--- config.mk ---
export PLATFORM = sky130hd
export DESIGN_NAME = spk_gate_port
export DESIGN_NICKNAME = d
export VERILOG_FILES = /design/src/rtl/spk_port_pkg.sv /design/src/rtl/spk_ctrl_reg.sv /design/src/rtl/spk_refresh_tog.sv /design/src/rtl/spk_rd_mux.sv /design/src/rtl/spk_gate_port.sv
export SDC_FILE = /design/constraint.sdc
export NUM_CORES = 1
export LEC_CHECK = 0
export CELL_PAD_IN_SITES_DETAIL_PLACEMENT = 1
export CELL_PAD_IN_SITES_GLOBAL_PLACEMENT = 1
export CORE_AREA = 3 3 40 42
export CTS_CLUSTER_SIZE = 8
export DETAILED_ROUTE_END_ITERATION = 12
export DIE_AREA = 0 0 43 45
export DONT_BUFFER_PORTS = 1
export GPL_TIMING_DRIVEN = 1
export PLACE_DENSITY_LB_ADDON = 0.1
export SKIP_LAST_GASP = 1
export SLEW_MARGIN = 20
export SYNTH_ARGS = -nofsm -noshare
export SYNTH_HDL_FRONTEND = slang
export SYNTH_SLANG_ARGS = --single-unit
--- constraint.sdc ---
create_clock -name clk -period 0.9 [get_ports clk]
set_input_delay 0.09 -clock clk [delete_from_list [all_inputs] [get_ports clk]]
set_output_delay 0.09 -clock clk [all_outputs]
set_load 0.03 [all_outputs]
--- src/rtl/spk_port_pkg.sv ---
package spk_port_pkg;
  // Bit positions decoded by software; keep them fixed.
  localparam int unsigned POS_GATE = 0;
  localparam int unsigned POS_SPK  = 1;
  localparam int unsigned POS_REFR = 4;
  localparam int unsigned POS_TMR  = 5;
  localparam int unsigned MIN_W    = POS_TMR + 1;
endpackage

--- src/rtl/spk_ctrl_reg.sv ---
module spk_ctrl_reg
  import spk_port_pkg::*;
(
  input  logic clk,
  input  logic rst,
  input  logic wr_stb,
  input  logic gate_d,
  input  logic spk_d,
  output logic gate_q,
  output logic spk_q
);
  always_ff @(posedge clk) begin
    if (rst) begin
      gate_q <= 1'b0;
      spk_q  <= 1'b0;
    end else if (wr_stb) begin
      gate_q <= gate_d;
      spk_q  <= spk_d;
    end
  end
endmodule

--- src/rtl/spk_refresh_tog.sv ---
module spk_refresh_tog (
  input  logic clk,
  input  logic rst,
  input  logic rd_stb,
  output logic tog_q
);
  always_ff @(posedge clk) begin
    if (rst)         tog_q <= 1'b0;
    else if (rd_stb) tog_q <= ~tog_q;
  end
endmodule

--- src/rtl/spk_rd_mux.sv ---
module spk_rd_mux
  import spk_port_pkg::*;
#(
  parameter int unsigned DATA_W = 8
) (
  input  logic              clk,
  input  logic              rst,
  input  logic              rd_stb,
  input  logic              gate,
  input  logic              spk,
  input  logic              tog,
  input  logic              tmr,
  output logic [DATA_W-1:0] rd_q
);
  logic [DATA_W-1:0] word;

  always_comb begin
    word           = '0;
    word[POS_GATE] = gate;
    word[POS_SPK]  = spk;
    word[POS_REFR] = ~tog;   // reported value is the post-read phase
    word[POS_TMR]  = tmr;
  end

  always_ff @(posedge clk) begin
    if (rst)         rd_q <= '0;
    else if (rd_stb) rd_q <= word;
    else             rd_q <= '0;
  end
endmodule

--- src/rtl/spk_gate_port.sv ---
module spk_gate_port
  import spk_port_pkg::*;
#(
  parameter int unsigned DATA_W = 8
) (
  input  logic              clk,
  input  logic              rst,
  input  logic              cs,
  input  logic              rd_en,
  input  logic              wr_en,
  input  logic [DATA_W-1:0] wr_data,
  input  logic              tmr2_lvl,
  output logic [DATA_W-1:0] rd_data,
  output logic              tmr2_gate,
  output logic              spk_data_en
);
  localparam int unsigned SPARE_W = DATA_W - (POS_SPK + 1);

  logic rd_stb, wr_stb, tog;
  logic [SPARE_W-1:0] unused_wr;

  assign rd_stb    = cs & rd_en;
  assign wr_stb    = cs & wr_en;
  assign unused_wr = wr_data[DATA_W-1:POS_SPK+1];

  spk_ctrl_reg u_ctrl (
    .clk    (clk),
    .rst    (rst),
    .wr_stb (wr_stb),
    .gate_d (wr_data[POS_GATE]),
    .spk_d  (wr_data[POS_SPK]),
    .gate_q (tmr2_gate),
    .spk_q  (spk_data_en)
  );

  spk_refresh_tog u_tog (
    .clk    (clk),
    .rst    (rst),
    .rd_stb (rd_stb),
    .tog_q  (tog)
  );

  spk_rd_mux #(.DATA_W(DATA_W)) u_mux (
    .clk    (clk),
    .rst    (rst),
    .rd_stb (rd_stb),
    .gate   (tmr2_gate),
    .spk    (spk_data_en),
    .tog    (tog),
    .tmr    (tmr2_lvl),
    .rd_q   (rd_data)
  );
endmodule

After elaboration in Yosys (flattened, before gate mapping)
Cells that the tools add are included.
{"block": "classes", "bitwise": 4, "n_reduce_logical": 1}
{"operator": "$and A1 B1 Y1", "count": 2}
{"operator": "$not A1 Y1", "count": 2}
{"operator": "$reduce_or A2 Y1", "count": 1}
{"block": "totals", "regBits": 11, "inputBits": 14, "out_inout_bits": 10, "elab_cells": 10}

Depth between registers and ports, before layout
{"block": "logic_depth", "ltp_word": 3, "depth_mapped": 2, "ltp_nobuf": 2}

Modules after synthesis
From an unflattened synthesis, not the netlist that was laid out.
{"block": "unflattened", "cells_unflattened": 24, "hier_area_um2": 265.3}
{"mod": "spk_rd_mux", "instances": 1, "cells_per_inst": 13, "area_each_um2": 152.6, "seq_area_each_um2": 80.1}
{"mod": "spk_ctrl_reg", "instances": 1, "cells_per_inst": 6, "area_each_um2": 67.6, "seq_area_each_um2": 40.0}
{"mod": "spk_refresh_tog", "instances": 1, "cells_per_inst": 3, "area_each_um2": 32.5, "seq_area_each_um2": 20.0}
{"mod": "spk_gate_port", "instances": 1, "cells_per_inst": 2, "area_each_um2": 12.5, "seq_area_each_um2": 0.0}

Worst setup path before layout
Ideal clock, no wire load.
{"block": "synth_timing", "path_type": "register to register", "startpoint": "register, netlist name u_ctrl.gate_q", "endpoint": "register u_ctrl.gate_q", "setup_ns": 0.070, "t_arrival_ns": 0.850, "t_required_ns": 0.830, "slack_ns": -0.020, "path_stages_with_launch": 3, "n_path_buf": 0, "synth_period_minus_slack_ns": 0.920, "path_cell_list": "dfxtp_1 > a21bo_2 > a21oi_1"}
{"element": "end signal, assigned", "line": "spk_ctrl_reg.sv:17", "text": "gate_q <= gate_d;"}
{"element": "end, declared", "line": "spk_ctrl_reg.sv:9", "text": "output logic gate_q,"}

Final worst setup path
{"block": "layout_timing", "startpoint": "register u_mux.rd_q[1]", "endpoint": "output port rd_data[1]"}
{"element": "start, declared", "line": "spk_rd_mux.sv:13", "text": "output logic [DATA_W-1:0] rd_q"}
{"element": "start signal, assigned", "line": "spk_rd_mux.sv:27", "text": "else if (rd_stb) rd_q <= word;"}
{"element": "end, declared", "line": "spk_gate_port.sv:13", "text": "output logic [DATA_W-1:0] rd_data,"}
No word-level cell between the ends.

==> impl_metrics.py <==
metrics = {
    "yosys": {
        "yosys-top-cells-count": "dfxtp_1 (7), buf_4 (4), and2_1 (3)",
        "yosys.area_share.adder": 0,
        "synth_ff_type": "dfxtp_1",
        "synth_top_family_by_area": "simple AND/OR/NAND/NOR gates",
        "yosysTopAreaCell": "dfxtp_1",
        "ys_ff_latch": 7,
        "syn-cell-area_um2": 273,
        "synthCells": 27,
        "synth_simple_gate_area_share": 0.206,
        "synth-edff-count": 0,
        "synth.distinct_cells": 13,
        "synth.top_cell.area_share": 0.514,
        "synth.top_cells.by_area": "dfxtp_1 (51%), buf_4 (11%), a21bo_2 (7.3%), and2_1 (6.9%), a21oi_1 (3.7%)",
        "syn_area_per_cell_um2": 10.1,
        "muxShareOfSynthArea": 0,
        "ys_warn_count": 0,
        "ys_seq_area_frac": 0.514,
        "synthMostInstantiatedCell": "dfxtp_1",
        "synth-async-reset-ratio": 0,
        "synth_compound_area_frac": 0.142,
        "synth-xor-area-share": 0,
    },
    "timing": {
        "rsz0062_at_grt": "false",
        "final-setup-viol-count": 0,
        "fmax_mhz": 1210,
        "setup_tns_ps": 0,
        "final-max-slew-violation-count": 0,
        "min_period_over_period": 0.922,
        "skew_ps": 3.65,
        "hold_viol_final": 0,
        "fin_hold_ws_ps": 7.74,
        "finalCriticalPeriod_ps": 829,
    },
    "critical_path": {
        "cp-start-kind": "flip-flop",
        "crit_type": "flip-flop to primary output",
        "worstPathArrival_ps": 740,
        "cp_max_fo": 1,
        "worstSetupEndpointType": "primary output",
        "critical_path_required_ps": 810,
    },
    "die": {
        "die_area_um2": 1940,
        "start_util": 0.212,
        "die_w_um": 43,
        "core-area_um2": 1280,
        "io_pins": 24,
        "rows": 13,
        "die_h_um": 45,
    },
    "drt": {
        "drc": 0,
        "drt_iter0_drc": 0,
        "via_per_inst": 4.15,
        "drt_first_pass_iters": 1,
        "vias": 224,
        "wl_per_cell_um": 12.5,
        "routed_wl_um": 676,
        "ant_nets": 0,
    },
    "power": {
        "vdd_drop_max_v": 0.000358,
        "p_leak_nw": 0.167,
        "power.density_nw_per_um2": 1840,
        "total_power_uw": 710,
    },
    "global_routing": {
        "gr-total-overflow": 0,
        "grt_pass1_vias": 223,
        "antenna_found_initial": 0,
        "grt_max_degree": 6,
        "grt_use_total": 0.0775,
        "grt_pass1_wl_mm": 1.01,
    },
    "finish": {
        "drive_gt1_frac": 0.256,
        "final_area_um2": 387,
        "fin_nets": 54,
        "final_util": 0.301,
        "syn_to_final_growth_pct": 41.7,
        "n_fill_cell": 154,
        "insertedDiodeCount": 0,
    },
    "place": {
        "gp_congestion": 0.639,
        "numPortBuffers": 0,
        "placed_cell_area_um2": 290,
    },
    "clock_network": {
        "clock-sinks": 7,
        "clk_pin_slew_ps": 50,
        "numCtsBuffers": 3,
        "cts_root_buf": "clkbuf_4",
        "cts_tree": "yes",
        "cts_setup_buffers": 0,
        "cts_resized": 0,
        "ctsHtreeMaxLevel": 1,
        "clock_latency_ps": 250,
        "cts.path.max_buffers": 2,
    },
    "run": {
        "cap_violations": 0,
    },
    "status": {
        "outcome": "complete, no violations",
    },
    "worst_hold_path": {
        "hp-class": "input port to flip-flop",
    },
}
## sequential cells by signal, indices dropped and copies added, names as in the netlist
| register | flops |
|---|---|
| u_ctrl.gate_q | 1 |
| u_ctrl.spk_q | 1 |
| u_mux.rd_q | 4 |
| u_tog.tog_q | 1 |
## layout make-up
type / instances / area, um2 / area share
Tap cell: 15 / 18.8 / 0.0485
Inverter: 1 / 3.75 / 0.00971
Multi-Input combinational cell: 18 / 110 / 0.285
Clock buffer: 4 / 26.3 / 0.0680
Sequential cell: 7 / 143 / 0.369
Timing Repair Buffer: 9 / 85.1 / 0.220
## layout by cell type (no fill, tap or decap)
master	instances
clkbuf_1	1
nand2_1	1
a22o_1	1
and2b_4	1
clkbuf_4	3
dfxtp_2	2
nor3_1	1
nand3_1	2
dlygate4sd3_1	7
conb_1	4
dfxtp_1	5
a21oi_1	2
inv_1	1
and3b_1	1
and2_1	3
buf_4	2
a21bo_2	2
## power breakdown
part           switching (mW)  internal, mW
registers              0.0136         0.323
logic                  0.0480        0.0407
clock network           0.116         0.169
## path summary, 6_finish.rpt
| check | cells after the start | to | slack, ps | start |
|---|---|---|---|---|
| worst max-delay path | 0 | rd_data[1] | 70 | u_mux.rd_q[1] |
| worst min-delay path | 2 | u_ctrl.gate_q | 8 | wr_en |
| worst max register to register | 2 | u_tog.tog_q | 150 | u_tog.tog_q |
| worst min register to register | 1 | u_mux.rd_q[4] | 460 | u_tog.tog_q |
## timing repair
| item | 4_1_cts | 5_1_grt |
|---|---|---|
| setup endpoints to repair | 0 | 0 |
| hold endpoints to repair | 4 | 0 |
| hold buffers | 7 | 0 |
## routing by layer
metal,GRT usage,share of wire,vias up
li1,-,-,105
met4,0.0542,0.0059,0
met3,0.0518,0.10,2
met5,0,0,-
met1,0.0556,0.33,107
met2,0.144,0.56,10
## per-stage QoR
stage / std cells / setup WS (ps)
floorplan: 30 / 78.3
global placement: 43 / 168
detailed placement: 43 / 157
CTS: 54 / 61.2
global route: 54 / 35.3
finish: 54 / 70.5
## cells by family after synthesis
family,count (synthesis)
buf+inv,5
flops,7
other cells,1
compound gates,5
simple gates,9
Note: power is estimated with default switching activity, not from simulation.
